File: src/rtl/serial_cfg_loader.sv
module serial_cfg_loader #(
  parameter int SLOW_DIV    = 32,
  parameter int FAST_DIV    = 4,
  parameter int INIT_CYCLES = 16,
  parameter int GLITCH_MIN  = 20,
  parameter int FRAME_W     = 8,
  parameter int CNT_W       = 16,
  parameter int FCNT_W      = 12
) (
  input  logic              clk,
  input  logic              rst_n,
  input  logic              prgm_n,
  input  logic              rate_sel,
  input  logic              din,
  input  logic [CNT_W-1:0]  bit_total,
  output logic              cclk,
  output logic              init_n,
  output logic              done,
  output logic [FRAME_W-1:0] frame_data,
  output logic              frame_valid,
  output logic [FCNT_W-1:0] frame_count
);
  localparam int MAX_DIV = (SLOW_DIV > FAST_DIV) ? SLOW_DIV : FAST_DIV;
  localparam int DIV_W   = $clog2(MAX_DIV);
  localparam int INIT_W  = $clog2(INIT_CYCLES + 1);
  localparam int GL_W    = $clog2(GLITCH_MIN + 1);
  localparam int FB_W    = $clog2(FRAME_W);

  typedef enum logic [1:0] {S_IDLE, S_INIT, S_LOAD, S_DONE} state_t;

  state_t             st;
  logic [1:0]         psync;
  logic [GL_W-1:0]    low_cnt;
  logic               prog_hold;
  logic [INIT_W-1:0]  tmr;
  logic [DIV_W-1:0]   div_cnt, div_lim;
  logic [CNT_W-1:0]   bit_cnt, total;
  logic [FB_W-1:0]    fbit;
  logic [FRAME_W-2:0] shreg;
  logic [FRAME_W-1:0] nxt;

  assign prog_hold = (low_cnt == GL_W'(GLITCH_MIN));
  assign nxt       = {shreg, din};
  assign init_n    = !(st == S_IDLE || st == S_INIT);
  assign done      = (st == S_DONE);

  always_ff @(posedge clk or negedge rst_n) begin
    if (!rst_n) begin
      psync   <= 2'b11;
      low_cnt <= '0;
    end else begin
      psync <= {psync[0], prgm_n};
      if (psync[1])        low_cnt <= '0;
      else if (!prog_hold) low_cnt <= low_cnt + 1'b1;
    end
  end

  always_ff @(posedge clk or negedge rst_n) begin
    if (!rst_n) begin
      st          <= S_IDLE;
      tmr         <= '0;
      div_cnt     <= '0;
      div_lim     <= '0;
      bit_cnt     <= '0;
      total       <= '0;
      fbit        <= '0;
      shreg       <= '0;
      cclk        <= 1'b0;
      frame_data  <= '0;
      frame_valid <= 1'b0;
      frame_count <= '0;
    end else begin
      frame_valid <= 1'b0;
      if (prog_hold) begin
        st          <= S_INIT;
        tmr         <= '0;
        cclk        <= 1'b0;
        frame_count <= '0;
      end else begin
        case (st)
          S_IDLE: begin
            st          <= S_INIT;
            tmr         <= '0;
            frame_count <= '0;
          end
          S_INIT: begin
            if (tmr == INIT_W'(INIT_CYCLES - 1)) begin
              st      <= S_LOAD;
              div_lim <= rate_sel ? DIV_W'(SLOW_DIV - 1) : DIV_W'(FAST_DIV - 1);
              total   <= bit_total;
              bit_cnt <= '0;
              div_cnt <= '0;
              fbit    <= '0;
            end else begin
              tmr <= tmr + 1'b1;
            end
          end
          S_LOAD: begin
            div_cnt <= (div_cnt == div_lim) ? '0 : div_cnt + 1'b1;
            if (div_cnt == (div_lim >> 1)) begin
              cclk    <= 1'b1;
              shreg   <= nxt[FRAME_W-2:0];
              bit_cnt <= bit_cnt + 1'b1;
              if (fbit == FB_W'(FRAME_W - 1)) begin
                fbit        <= '0;
                frame_data  <= nxt;
                frame_valid <= 1'b1;
                frame_count <= frame_count + 1'b1;
              end else begin
                fbit <= fbit + 1'b1;
              end
            end
            if (div_cnt == div_lim) begin
              cclk <= 1'b0;
              if (bit_cnt == total) st <= S_DONE;
            end
          end
          default: ;
        endcase
      end
    end
  end
endmodule


File: config.mk
export PLATFORM = sky130hd
export DESIGN_NAME = serial_cfg_loader
export DESIGN_NICKNAME = d
export VERILOG_FILES = /design/src/rtl/serial_cfg_loader.sv
export SDC_FILE = /design/constraint.sdc
export NUM_CORES = 1
export LEC_CHECK = 0
export ABC_AREA = 1
export BUFFER_PORTS_ARGS = -buffer_cell sky130_fd_sc_hd__buf_2
export CAP_MARGIN = 20
export CORE_AREA = 2 2 68 118
export CTS_CLUSTER_DIAMETER = 150
export DETAILED_ROUTE_END_ITERATION = 6
export DIE_AREA = 0 0 70 120
export PLACE_DENSITY = 0.84
export SYNTH_ARGS = -nofsm -noshare
export SYNTH_HDL_FRONTEND = slang
export SYNTH_SLANG_ARGS = --single-unit
File: constraint.sdc
create_clock -name clk -period 3.5 [get_ports clk]
set_input_delay 0.525 -clock clk [delete_from_list [all_inputs] [get_ports clk]]
set_output_delay 0.525 -clock clk [all_outputs]
set_load 0.1 [all_outputs]
==> results of run 1 <==
## cells by family after synthesis
family	count (synthesis)	share of synthesized area [%]
DFF	85	46.2
and+or+nand+nor	291	27.1
xor gates and xnor gates	17	3.23
muxes	1	0.217
adders and majority gates	13	3.53
buffers and inverters	88	8.20
AOI/OAI and AO/OA	87	11.6
## flip-flops by register name, indices dropped and copies added (netlist names)
name and flops:
st 2, cclk 1, div_lim 2, frame_count 12
low_cnt 5, shreg 7, div_cnt 5, fbit 3
frame_data 8, total 16, bit_cnt 16, psync 2
tmr 5, frame_valid 1
## power groups by stage
stage                     Clock, mW  Combinational, mW  Sequential, mW
after CTS                     0.993               1.21            1.30
after global placement            0               1.16            1.31
after floorplan                   0               1.01            1.32
after global routing           1.03               1.37            1.33
final                         0.983               1.21            1.31
after detailed placement          0               1.20            1.32
## routing by layer
metal	up-vias	wire [um]	global-route usage [%]
li1	1943	-	-
met1	1874	3900	27.6
met2	78	5500	47.0
met3	33	287	4.95
met4	0	434	16.5
met5	-	0	0
## synthesized netlist by cell type (2+ instances only)
| cell type | n |
|---|---|
| buf_4 | 2 |
| o21ai_0 | 23 |
| clkbuf_1 | 5 |
| buf_2 | 4 |
| a21oi_2 | 2 |
| a211oi_1 | 2 |
| ha_1 | 13 |
| a21oi_1 | 26 |
| nand2_1 | 156 |
| nor3b_1 | 3 |
| nor2_1 | 69 |
| nand2_2 | 4 |
| xor2_1 | 13 |
| nand4_1 | 11 |
| inv_1 | 69 |
| o21a_1 | 2 |
| buf_6 | 3 |
| xnor2_1 | 4 |
| dfstp_2 | 2 |
| nor3_1 | 8 |
| inv_2 | 3 |
| a31o_2 | 2 |
| dfrtp_1 | 83 |
| nand3_1 | 33 |
| o21ai_2 | 16 |
| o21ai_1 | 9 |
## layout make-up
type                       count  area share [%]
tap                           88            2.12
inverter                      73            5.32
multi-input combinational    409            40.5
timing repair buffer          47            5.10
clock inverter                 5            1.13
sequential                    85            41.0
clock buffer                  11            4.86
## final timing paths
check | startpoint | endpoint | slack, ps | cells after the start
min in group clk | prgm_n | psync[0] | 280 | 1
worst min register to register | psync[0] | psync[1] | 360 | 0
worst max register to register | low_cnt[0] | frame_count[11] | 1140 | 9
worst min-delay path | rst_n | total[1] | 30 | 1
worst max-delay path | low_cnt[0] | frame_count[11] | 1140 | 9
max in group asynchronous | rst_n | bit_cnt[5] | 2850 | 2
## metrics by stage
stage | instance area [sq um] | util (%) | std cells | worst slack (ps) | power, mW
3_3_place_gp | 4860 | 65.1 | 701 | 1230 | 2.47
5_1_grt | 5200 | 69.6 | 718 | 917 | 3.73
3_5_place_dp | 4860 | 65.1 | 701 | 1150 | 2.52
2_1_floorplan | 4610 | - | 582 | 1050 | 2.33
6_report | 5200 | 69.6 | 718 | 1140 | 3.50
4_1_cts | 5170 | 69.3 | 717 | 1130 | 3.51
## cell usage in the layout (no fill, tap or decap), types with 2 or more instances in the layout
| cell type | n |
|---|---|
| a211oi_1 | 2 |
| a21oi_1 | 26 |
| a21oi_2 | 2 |
| a31o_2 | 2 |
| buf_2 | 43 |
| buf_4 | 3 |
| clkbuf_16 | 9 |
| clkbuf_8 | 2 |
| clkinvlp_4 | 2 |
| dfrtp_1 | 83 |
| dfstp_2 | 2 |
| ha_1 | 13 |
| inv_1 | 69 |
| inv_2 | 3 |
| nand2_1 | 156 |
| nand2_2 | 4 |
| nand3_1 | 33 |
| nand4_1 | 11 |
| nor2_1 | 69 |
| nor3_1 | 8 |
| nor3b_1 | 3 |
| o21a_1 | 2 |
| o21ai_0 | 23 |
| o21ai_1 | 9 |
| o21ai_2 | 16 |
| xnor2_1 | 4 |
| xor2_1 | 13 |
==> impl_metrics.py, run 1 <==
metrics = {
    "logic_synthesis": {
        "ys_types": 41,
        "synth_cells": 582,
        "synth.largest_area_cell": "dfrtp_1",
        "synth_top_area_share_pct": 45.0,
        "ys_ff_latch": 85,
        "synth_area_leaders": "dfrtp_1 (45%), nand2_1 (13%), inv_1 (5.6%), nor2_1 (5.6%), nand3_1 (3.6%)",
        "synth_edf_count": 0,
        "async_reset_ff_share_pct": 100,
        "yosysWarningCount": 0,
        "syn_area_sq_mm": 0.00461,
        "syn_avg_cell_area_sq_um": 7.92,
        "syn_nets": 616,
        "ys.flop_type": "dfrtp_1",
        "seq_area_frac_synth_pct": 46.2,
    },
    "clocking": {
        "clock_sinks": 85,
        "cts-htree-levels": 3,
        "cts_setup_buffers": 0,
        "cts.path.max_buffers": 2,
        "cts_root_buf": "clkbuf_16",
        "clk_pin_slew_ps": 60,
        "cts_hold_repair.buffers": 0,
        "cts_resized": 0,
        "cts_tree": "built",
        "worstSkewPairLatency_ps": 350,
        "cts_buffers": 9,
    },
    "timing": {
        "relSlewSlack_pct": 53.7,
        "setup_tns_ps": 0,
        "setup_viol": 0,
        "period_needed_ps": 2360,
        "worst_pin_slew_ps": 690,
        "fin_hold_ws_ps": 34.7,
        "clock.fmax_mhz": 424,
        "rsz0062_at_grt": "no",
        "fin_skew_ps": 9.15,
        "min_period_over_period_pct": 67.4,
        "slew_violations": 0,
        "finalHoldViolCount": 0,
    },
    "layout": {
        "register_area_sq_mm": 0.00213,
        "drive_gt1_share_pct": 15.7,
        "layout.nets": 659,
        "fillers": 618,
        "diodes": 0,
        "multiInputGateArea_sq_mm": 0.00210,
        "synthToLayoutAreaGrowth_pct": 12.7,
    },
    "grt": {
        "overflow": 0,
        "antenna_found_initial": 0,
        "grt_max_degree": 86,
        "grt_first_pass_wirelength_um": 17400,
        "grt_pass1_vias": 3920,
        "grt_usage_pct": 26.2,
    },
    "place": {
        "gp_congestion": 0.860,
        "dpl.hpwl_um": 7250,
        "io_buffer_count": 44,
    },
    "status": {
        "status": "completed",
    },
    "floorplan": {
        "num_rows": 42,
        "coreArea_sq_mm": 0.00746,
        "start_util_pct": 61.8,
        "die_area_sq_mm": 0.00840,
        "die_w_um": 70,
        "die_h_um": 120,
        "ios": 45,
    },
    "pwr": {
        "switching_share_pct": 40.7,
        "peakVddDrop_mv": 0.892,
        "power_density_mw_per_mm2": 674,
        "p_sw_mw": 1.42,
        "pwr-share-clk_pct": 28.1,
        "p_int_mw": 2.08,
        "pwr-share-comb_pct": 34.6,
        "p_seq_share_pct": 37.3,
        "power.leakage_nw": 2.59,
    },
    "detailed_routing": {
        "wl_per_cell_um": 14.1,
        "remaining_drc_errors": 0,
        "ant_nets": 0,
        "vias": 3928,
        "drt_wl_total_um": 10100,
        "drt-pass1-iter-count": 5,
        "vias_per_cell": 5.47,
        "drtIter0Drc": 372,
    },
    "worst_setup_path": {
        "crit_slowest_cell": "nand4_2",
        "cpPeakStageDelay_ps": 450,
        "cp-end-kind": "flip-flop",
        "crit_fanout": 22,
        "cp_top_family": "simple AND/OR/NAND/NOR gates",
        "worstPathCellList": "inv_1, ha_1, nand4_2, nand2_1, inv_1, nand2_1, nand2_2, nand2_1, o21ai_2",
        "cp_common_cell": "nand2_1",
        "critPathKind": "flip-flop to flip-flop",
        "cp.required_ps": 3720,
        "start_kind": "flip-flop",
        "critical_path_buf_inv_count": 2,
        "cp.arrival_ps": 2570,
    },
    "worst_hold_path": {
        "min_path_type": "input pin to async pin",
    },
    "flow_run": {
        "drv_cap": 0,
    },
}
Power figures use the tool's default switching activity.
==> run 2: changes to the inputs <==
- ABC_AREA: 1 -> 0
- CORE_AREA: 2 2 68 118 -> 2 2 68 119
- DIE_AREA: 0 0 70 120 -> 0 0 70 121
- PLACE_DENSITY: 0.84 -> 0.8
- clock period: 3.5 -> 2.3 ns (I/O delays scaled with it)
==> run 2 against run 1 <==
Against the previous run: cell area is 0.58% lower; clock-buffer cell count decreased by 2; via count is 13% lower; power increased by 22%; clock power up 59%; global-route usage is 1.5 points lower; combinational power down 29%; sequential power rose by 40%; area after synthesis decreased by 5.5%; first-iteration DRC count fell by 55%; largest cell class unchanged.
==> impl_metrics.py, run 2 <==
metrics = {
    "logic_synthesis": {
        "seq_area_frac_synth_pct": 48.9,
        "synth-xor-area-share_pct": 6.84,
        "synth_top_family_by_area": "simple AND/OR/NAND/NOR gates",
        "synth_top_area_share_pct": 47.7,
        "syn_nets": 441,
        "synth_simple_gate_area_share_pct": 16.2,
        "synth_cells": 407,
        "synth_compound_gate_area_share_pct": 11.9,
        "syn_avg_cell_area_sq_um": 10.7,
        "async_reset_ff_share_pct": 100,
        "yosysMostFrequentCell": "dfrtp_1",
        "synth_edf_count": 0,
        "ys_types": 55,
        "synth_area_leaders": "dfrtp_1 (48%), mux2_2 (9.3%), xnor2_1 (4.6%), ha_1 (3.7%), nand2_1 (2.8%)",
        "synthMuxAreaShare_pct": 9.54,
        "synthAdderAreaFrac_pct": 3.73,
        "yosysWarningCount": 0,
        "ys.flop_type": "dfrtp_1",
        "ys_top_cells_by_count": "dfrtp_1 (83), mux2_2 (36), nand2_1 (33)",
        "ys_ff_latch": 85,
        "syn_area_sq_mm": 0.00436,
        "synth.largest_area_cell": "dfrtp_1",
    },
    "place": {
        "dp_slack_ps": 56.0,
        "place_area_sq_mm": 0.00482,
        "dpl.hpwl_um": 7060,
        "gp_congestion": 0.885,
        "io_buffer_count": 44,
    },
    "worst_setup_path": {
        "critical_path_buf_inv_count": 0,
        "cp-end-kind": "flip-flop",
        "r2r-start": "div_cnt[2]",
        "cp.depth": 5,
        "cp.arrival_ps": 2480,
        "r2r_setup_slack_ps": 60,
        "cpPeakStageDelay_ps": 520,
        "crit_slowest_cell": "a2111o_1",
        "crit_path_start": "div_cnt[2]",
        "worstSetupEndpoint": "bit_cnt[13]",
        "worst-r2r-cell-count": 5,
        "critPathKind": "flip-flop to flip-flop",
        "r2r_end": "bit_cnt[13]",
        "worstPathCellList": "or3_4, a2111o_1, a21o_1, or3_1, a21oi_1",
        "cp_top_family": "compound AO/OA/AOI/OAI gates",
        "cp.required_ps": 2540,
        "crit_fanout": 7,
        "start_kind": "flip-flop",
    },
    "detailed_routing": {
        "drt_wl_total_um": 9630,
        "vias": 3400,
        "vias_per_cell": 6.05,
        "drt-pass1-iter-count": 5,
        "remaining_drc_errors": 0,
        "drtIter0Drc": 166,
        "ant_nets": 0,
        "wl_per_cell_um": 17.1,
    },
    "timing": {
        "setup_tns_ps": 0,
        "slew_violations": 0,
        "fin_skew_ps": 6.70,
        "finalHoldViolCount": 0,
        "clock.fmax_mhz": 446,
        "setup_ws_ps": 59.1,
        "worst_pin_slew_ps": 558,
        "min_period_over_period_pct": 97.4,
        "fin_hold_ws_ps": 8.54,
        "setup_viol": 0,
        "relSlewSlack_pct": 62.7,
        "period_needed_ps": 2240,
    },
    "grt": {
        "grt_first_pass_wirelength_um": 16300,
        "grt_pass1_vias": 3525,
        "grt_usage_pct": 24.7,
        "antenna_found_initial": 0,
        "overflow": 0,
        "grt_max_degree": 86,
    },
    "pwr": {
        "peakVddDrop_mv": 0.681,
        "power.leakage_nw": 2.39,
        "p_total_mw": 4.26,
        "power_density_mw_per_mm2": 824,
    },
    "layout": {
        "register_area_sq_mm": 0.00213,
        "most-common-layout-cells": "dfrtp_1 (83), buf_2 (42), mux2_2 (36), nand2_1 (33), nor2_1 (26)",
        "drive_gt1_share_pct": 28.7,
        "top_regs": "bit_cnt x16, total x16, frame_count x12",
        "synthToLayoutAreaGrowth_pct": 18.6,
        "diodes": 0,
        "layout.nets": 503,
        "multiInputGateArea_sq_mm": 0.00211,
        "fillers": 539,
        "stdcell_area_sq_mm": 0.00517,
        "final_common_cell": "dfrtp_1",
    },
    "floorplan": {
        "coreArea_sq_mm": 0.00746,
        "start_util_pct": 58.4,
        "ios": 45,
        "die_w_um": 70,
        "die_h_um": 121,
        "num_rows": 42,
        "die_area_sq_mm": 0.00847,
    },
    "flow_run": {
        "drv_cap": 0,
    },
    "clocking": {
        "worstSkewPairLatency_ps": 350,
        "cts_tree": "built",
        "cts_root_buf": "clkbuf_16",
        "cts_buffers": 9,
        "cts.path.max_buffers": 2,
        "cts-htree-levels": 3,
        "clock_sinks": 85,
        "clk_pin_slew_ps": 60,
    },
    "status": {
        "status": "completed",
    },
    "worst_hold_path": {
        "min_path_type": "input pin to async pin",
    },
}
## run 2: cell count changes after synthesis, moves of 8 or more
cell | before | now
xnor2_1 | 4 | 23
clkbuf_1 | 5 | 13
o21ai_1 | 9 | 0
o21ai_2 | 16 | 0
nand2_1 | 156 | 33
nand3_1 | 33 | 12
mux2_2 | 0 | 36
inv_1 | 69 | 11
nor2_1 | 69 | 28
## run 2: what timing repair did
item                                    in CTS  in global routing
setup buffers                                0                  1
hold buffers                                 0                  0
gates resized for setup                      1                  3
endpoints found under the setup margin       1                 24
pin swaps                                    0                  1
## run 2: metal layers
metal  GRT usage (%)  vias up  share of wire (%)
met1            25.9     1682                 36
met4            14.5        0                4.2
li1                -     1600                  -
met2            45.5       89                 56
met3            4.24       29                3.1
met5               0        -                  0
## run 2: cells by family after synthesis
family	Yosys count
XOR/XNOR	34
buffers and inverters	29
flip-flops	85
AND/OR/NAND/NOR	134
multiplexers	37
adder cells (fa/ha/maj)	13
AO/OA/AOI/OAI	75
## run 2: worst min-delay path by stage
stage / startpoint / to
2_1_floorplan: rst_n / bit_cnt[0]
3_5_place_dp: psync[0] / psync[1]
6_report: rst_n / low_cnt[3]
5_1_grt: rst_n / frame_data[7]
4_1_cts: rst_n / tmr[3]
3_3_place_gp: psync[0] / psync[1]
## run 2: layout make-up
type,instances,share of cell area (%)
Tap cell,88,2.13
Sequential cell,85,41.2
Clock buffer,9,4.36
Inverter,12,0.872
Clock inverter,7,1.91
Timing Repair Buffer,68,8.57
Multi-Input combinational cell,293,40.9
## run 2: through the flow
| stage | cells | util, % |
|---|---|---|
| global route | 562 | 69.2 |
| CTS | 561 | 68.9 |
| finish | 562 | 69.2 |
| detailed placement | 545 | 64.6 |
| global placement | 545 | 64.6 |
| floorplan | 407 | - |
## run 2: power breakdown
part	total [mW]	switching, mW	internal [mW]
clock network	1.56	0.600	0.956
registers	1.84	0.180	1.66
logic	0.863	0.481	0.382
